--- src/rtl/wkp_pkg.sv ---
package wkp_pkg;
  localparam int unsigned EDGE_PINS = 4;
  localparam int unsigned DATA_W    = 8;
  localparam int unsigned MODE_W    = 8;
  localparam int unsigned SYNC_STG  = 2;
  localparam logic [MODE_W-1:0] XCHG_CODE = 8'h09;

  typedef enum logic {
    EDGE_RISE = 1'b0,
    EDGE_FALL = 1'b1
  } edge_pol_e;
endpackage

--- src/rtl/wkp_sync.sv ---
module wkp_sync #(
  parameter int unsigned WIDTH  = 4,
  parameter int unsigned STAGES = 2
) (
  input  logic             clk_i,
  input  logic             rst_ni,
  input  logic [WIDTH-1:0] d_i,
  output logic [WIDTH-1:0] q_o
);
  logic [WIDTH-1:0] stg_q [STAGES];

  for (genvar s = 0; s < STAGES; s++) begin : g_stage
    always_ff @(posedge clk_i or negedge rst_ni) begin
      if (!rst_ni)     stg_q[s] <= '0;
      else if (s == 0) stg_q[s] <= d_i;
      else             stg_q[s] <= stg_q[(s == 0) ? 0 : s-1];
    end
  end

  assign q_o = stg_q[STAGES-1];
endmodule

--- src/rtl/wkp_edge_det.sv ---
module wkp_edge_det
  import wkp_pkg::*;
#(
  parameter int unsigned N = 4
) (
  input  logic         clk_i,
  input  logic         rst_ni,
  input  logic [N-1:0] lvl_i,
  input  logic [N-1:0] pol_i,
  input  logic [N-1:0] en_i,
  output logic [N-1:0] hit_o
);
  logic [N-1:0] prev_q;

  always_ff @(posedge clk_i or negedge rst_ni) begin
    if (!rst_ni) prev_q <= '0;
    else         prev_q <= lvl_i;
  end

  for (genvar p = 0; p < N; p++) begin : g_pin
    edge_pol_e pol;
    logic      rise, fall;
    assign pol      = edge_pol_e'(pol_i[p]);
    assign rise     = lvl_i[p] & ~prev_q[p];
    assign fall     = ~lvl_i[p] & prev_q[p];
    assign hit_o[p] = en_i[p] & ((pol == EDGE_FALL) ? fall : rise);
  end
endmodule

--- src/rtl/wkp_pend_reg.sv ---
module wkp_pend_reg #(
  parameter int unsigned N = 4
) (
  input  logic         clk_i,
  input  logic         rst_ni,
  input  logic         acc_i,
  input  logic [N-1:0] wdata_i,
  input  logic [N-1:0] hit_i,
  output logic [N-1:0] pend_o
);
  logic [N-1:0] pend_q, pend_d;

  // edges are OR-ed after the write so they win
  always_comb begin
    pend_d = acc_i ? wdata_i : pend_q;
    pend_d = pend_d | hit_i;
  end

  always_ff @(posedge clk_i or negedge rst_ni) begin
    if (!rst_ni) pend_q <= '0;
    else         pend_q <= pend_d;
  end

  assign pend_o = pend_q;
endmodule

--- src/rtl/wkp_pending_top.sv ---
module wkp_pending_top
  import wkp_pkg::*;
#(
  parameter int unsigned          N      = EDGE_PINS,
  parameter int unsigned          DW     = DATA_W,
  parameter int unsigned          MW     = MODE_W,
  parameter int unsigned          STAGES = SYNC_STG,
  parameter logic [MODE_W-1:0]    CODE   = XCHG_CODE
) (
  input  logic          clk_i,
  input  logic          rst_ni,
  input  logic [N-1:0]  pins_i,
  input  logic [N-1:0]  edge_sel_i,
  input  logic [N-1:0]  pin_en_i,
  input  logic [MW-1:0] mode_i,
  input  logic          xchg_i,
  input  logic [N-1:0]  w_i,
  output logic [DW-1:0] w_o,
  output logic          irq_o
);
  localparam int unsigned PAD_W = DW - N;

  logic [N-1:0] lvl, hit, pend_q;
  logic         acc;

  wkp_sync #(.WIDTH(N), .STAGES(STAGES)) u_sync (
    .clk_i (clk_i),
    .rst_ni(rst_ni),
    .d_i   (pins_i),
    .q_o   (lvl)
  );

  wkp_edge_det #(.N(N)) u_edge (
    .clk_i (clk_i),
    .rst_ni(rst_ni),
    .lvl_i (lvl),
    .pol_i (edge_sel_i),
    .en_i  (pin_en_i),
    .hit_o (hit)
  );

  assign acc = xchg_i && (mode_i == CODE[MW-1:0]);

  wkp_pend_reg #(.N(N)) u_pend (
    .clk_i  (clk_i),
    .rst_ni (rst_ni),
    .acc_i  (acc),
    .wdata_i(w_i),
    .hit_i  (hit),
    .pend_o (pend_q)
  );

  assign w_o   = acc ? {{PAD_W{1'b0}}, pend_q} : '0;
  assign irq_o = |pend_q;
endmodule

--- config.mk ---
export PLATFORM = sky130hd
export DESIGN_NAME = wkp_pending_top
export DESIGN_NICKNAME = d
export VERILOG_FILES = /design/src/rtl/wkp_pkg.sv /design/src/rtl/wkp_sync.sv /design/src/rtl/wkp_edge_det.sv /design/src/rtl/wkp_pend_reg.sv /design/src/rtl/wkp_pending_top.sv
export SDC_FILE = /design/constraint.sdc
export NUM_CORES = 1
export LEC_CHECK = 0
export BUFFER_PORTS_ARGS = -buffer_cell sky130_fd_sc_hd__buf_2
export CORE_MARGIN = 5
export CORE_UTILIZATION = 39
export DETAILED_ROUTE_END_ITERATION = 10
export GPL_ROUTABILITY_DRIVEN = 0
export PLACE_DENSITY_LB_ADDON = 0.1
export RECOVER_POWER = 50
export SLEW_MARGIN = 10
export SYNTH_ARGS = -nofsm -noshare
export SYNTH_HDL_FRONTEND = slang
export SYNTH_HIERARCHICAL = 1
export SYNTH_SLANG_ARGS = --single-unit
export TNS_END_PERCENT = 1
--- constraint.sdc ---
create_clock -name clk_i -period 1.35 [get_ports clk_i]
set_clock_uncertainty 0.1 [all_clocks]
set_input_delay 0.27 -clock clk_i [delete_from_list [all_inputs] [get_ports clk_i]]
set_output_delay 0.27 -clock clk_i [all_outputs]
set_load 0.01 [all_outputs]
After elaboration in Yosys (flattened, before gate mapping)
Index checks and enable logic that the tools add are counted.
- multiplexer cells: 6
- bitwise operators: 21
- reductions and logical operators: 2
- eq/ne operators: 1
- operators by type and width (kind ; number):
    bitwise AND 1 bit ; 12
    equality test 8 x 4 -> 1 bit (second input constant) ; 1
    two-way mux 4 bit ; 2
    NOT 1 bit ; 8
    two-way mux 1 bit ; 4
    OR 4 bit ; 1
    OR reduction 4 bit ; 1
    logical AND 1 bit ; 1
- register bits: 16
- logic and storage cells: 34
- input port bits: 27
- output and inout bits: 9

Logic depth before layout (Yosys ltp)
- depth after elaboration: 5
- gate-level depth with buffers: 4
- mapped depth without buffers: 4

Cells and area by module
The synthesis kept the hierarchy.
- modules (own cells, without submodules) (module ; area an instance (µm²) ; times used ; sequential area each (µm²) ; cells each):
    wkp_sync ; 230.2 ; 1 ; 200.2 ; 12
    wkp_edge_det ; 195.2 ; 1 ; 100.1 ; 16
    wkp_pend_reg ; 160.2 ; 1 ; 100.1 ; 12
    wkp_pending_top ; 123.9 ; 1 ; 0.0 ; 18

Least setup slack after synthesis
Ideal clock, no wire load.
- path type: input-to-reg
- from: input port mode_i[4]
- to: register u_pend.pend_q[1], in the netlist u_pend/pend_o[1]
- buffers on the path: 0
- data arrival time: 1.848 ns
- required time: 1.126 ns
- setup slack: -0.722 ns
- setup time: 0.124 ns
- cell stages on the path: 4
- path through: or4b_4 -> nor4_1 -> nor2b_1 -> a211o_1
- longest elaborated chain between the ends: 4
- RTL lines (what ; RTL line ; text):
    start: declaration ; wkp_pending_top.sv:15 ; input logic [MW-1:0] mode_i,
    equality test 8 x 4 -> 1 bit ; wkp_pending_top.sv:42 ; assign acc = xchg_i && (mode_i == CODE[MW-1:0]);
    logical AND 1 bit ; wkp_pending_top.sv:42 ;
    via acc ; wkp_pending_top.sv:24 ; logic acc;
    two-way mux 4 bit ; wkp_pend_reg.sv:15 ; pend_d = acc_i ? wdata_i : pend_q;
    OR 4 bit ; wkp_pend_reg.sv:16 ; pend_d = pend_d | hit_i;
    via u_pend.pend_d[1] ; wkp_pend_reg.sv:11 ; logic [N-1:0] pend_q, pend_d;
    end signal: assignment ; wkp_pend_reg.sv:21 ; else pend_q <= pend_d;
    end: declaration ; wkp_pend_reg.sv:11 ;
The timed path passes the listed nets, and every way through them passes these cells.

Final worst setup path
- from: input port mode_i[6]
- to: output port w_o[1]
- longest elaborated chain between the ends: 3
- RTL lines (what ; RTL line ; text):
    equality test 8 x 4 -> 1 bit ; wkp_pending_top.sv:42 ;
    logical AND 1 bit ; wkp_pending_top.sv:42 ;
    two-way mux 4 bit ; wkp_pending_top.sv:53 ; assign w_o = acc ? {{PAD_W{1'b0}}, pend_q} : '0;
    end: declaration ; wkp_pending_top.sv:18 ; output logic [DW-1:0] w_o,
No other way between the ends.

==> results.cfg <==
[sta]
postLayoutSetupSlackWorst_ps = -407
fmax_mhz = 569
setup_violations = 9
period_needed_ps = 1760
holdWs_ps = 99.4
slew_viol_final = 0
hold_viol = 0
grt_setup_unrepaired = yes
period_share = 1.30

[place]
pre_cts_slack_ps = -493
placed_cell_area_um2 = 907
port_buffers = 31
dp.cells = 115
dpl.hpwl_um = 1130

[status]
violations = setup timing
status = finished, violations left

[pwr]
power.switching_w = 0.000202
power.density_nw_per_um2 = 902
p_comb_frac = 0.120
power.internal_w = 0.000725
p_leak_nw = 0.482
total_power_w = 0.000928
pwr-share-clk = 0.330
power_frac_seq = 0.549
p_sw_frac = 0.218
peakVddDrop_uv = 614

[clock_tree]
htree_levels = 1
numCtsBuffers = 3
clk_pin_slew_ps = 90
clockBufferDepth = 2
clock_sinks = 16
cts_tree = built
clk_root_buffer_cell = clkbuf_4
clkLatencyLatePin_ps = 280

[final_layout]
layout_common_cells = buf_2 (29), dfrtp_1 (16), buf_4 (7)
antenna_cells = 0
layout_commonest_cell = buf_2
final_nets = 128
drive_gt1_frac = 0.460
syn2layout_area_growth_pct = 45.0
instances_no_fill = 125
fin_area_um2 = 1030

[synth]
synth_cell_types = 12
synth_area_um2 = 709
yosysWarningCount = 6
synthesis.instances = 58
synth_top_family_by_area = simple AND/OR/NAND/NOR gates
yosys.area.top_type = dfrtp_1
synth_compound_area_frac = 0.0494
synthTopCellsByArea = dfrtp_1 (56%), buf_4 (8.5%), nand4bb_1 (6.3%)
synthMuxAreaShare = 0
syn_avg_cell_area_um2 = 12.2
seq_area_frac_synth = 0.564
synth-seq-cells = 16
yosys.area_share.simple = 0.296
netlist.area_leader.share = 0.564
synth_xor_area_frac = 0
yosys.area_share.adder = 0

[die]
start_util = 0.411
coreArea_um2 = 1730
die_w_um = 52.7
die_y_um = 52.7
row_count = 15
io_pins = 36
dieArea_um2 = 2770

[grt]
antenna_found_initial = 0
grt_start_max_net_pins = 17
grt_first_pass_wirelength_um = 2490
overflow = 0
grt_pass1_vias = 574
grt_use_total = 0.122

[flow_run]
drv_cap = 0

[detailed_routing]
wl_per_cell_um = 11.8
vias = 570
ant_nets = 0
vias_per_cell = 4.56
drt_pre_antenna_iters = 1
drt_iter0_drc = 0
drc = 0
wl_um = 1480

[critical_path]
worstPathArrival_ps = 1390
critPathMaxFanout = 5
worstPathRequired_ps = 980
worst-setup-path-type = primary input to output port
r2r_slack_ps = 280
crit_path_end_kind = output port
crit_path_start_kind = primary input

[min_path]
min-delay-path-class = primary input to register
-- worst max-delay path, stage by stage --
cell    delay (ps)
buf_6           90
or4b_4         580
nor4_4         280
buf_2          170
-- registers in the layout, summed over array words and instances, names as in the netlist --
name / cells
u_edge/prev_q: 4
u_pend/pend_o: 4
u_sync/q_o: 4
u_sync/stg_q: 4
-- final cells by class --
| cell class | count | area (um2) |
|---|---|---|
| Tap cell | 25 | 31.3 |
| Fill cell | 162 | 698 |
| Sequential cell | 16 | 400 |
| Clock buffer | 4 | 36.3 |
| Timing Repair Buffer | 43 | 264 |
| Multi-Input combinational cell | 37 | 297 |
-- final timing paths --
kind,startpoint,cells after the start,end
max,mode_i[6],4,w_o[1]
min,w_i[1],2,u_pend/pend_o[1]
max reg2reg,u_pend/pend_o[0],3,u_pend/pend_o[0]
min reg2reg,u_sync/stg_q[4],0,u_sync/q_o[0]
max in group asynchronous,rst_ni,2,u_pend/pend_o[0]
min in group asynchronous,rst_ni,2,u_sync/stg_q[6]
-- per-layer routing --
layer,global-route usage,share of wire
met1,0.156,0.40
met2,0.200,0.50
met3,0.0199,0.090
met4,0.0511,0.0054
met5,0,0
-- power groups by stage --
stage | clock (W) | sequential, W | combinational (W)
after global placement | 0 | 0.000518 | 0.0000916
after floorplan | 0 | 0.000515 | 0.0000531
after CTS | 0.000321 | 0.000510 | 0.000110
after global routing | 0.000341 | 0.000513 | 0.000127
after detailed placement | 0 | 0.000519 | 0.0000936
final | 0.000307 | 0.000510 | 0.000111
-- timing repair --
action	in CTS	in global routing
endpoints found under the setup margin	9	9
buffers inserted	1	0
pin swaps	3	0
hold buffers	5	0
cloned	0	0
gates resized for setup	3	1
hold endpoints to repair	20	0
-- synthesized netlist by cell type --
master,n
nand2b_1,6
nand2_1,4
buf_4,8
or4b_4,1
nor4_1,5
nand4b_1,4
nand4bb_1,4
nor2b_1,4
a211o_1,4
or4_1,1
conb_1,1
dfrtp_1,16
-- through the flow --
| step | setup TNS, ps | utilization |
|---|---|---|
| CTS | -2860 | 0.591 |
| floorplan | -2750 | - |
| finish | -3010 | 0.596 |
| global placement | -3480 | 0.525 |
| detailed placement | -3580 | 0.525 |
| global route | -3620 | 0.596 |
-- kinds of logic after synthesis --
family,after synthesis
AOI/OAI and AO/OA,4
and+or+nand+nor,29
buffers and inverters,8
other,1
DFF,16
(Power assumes the default switching activity.)
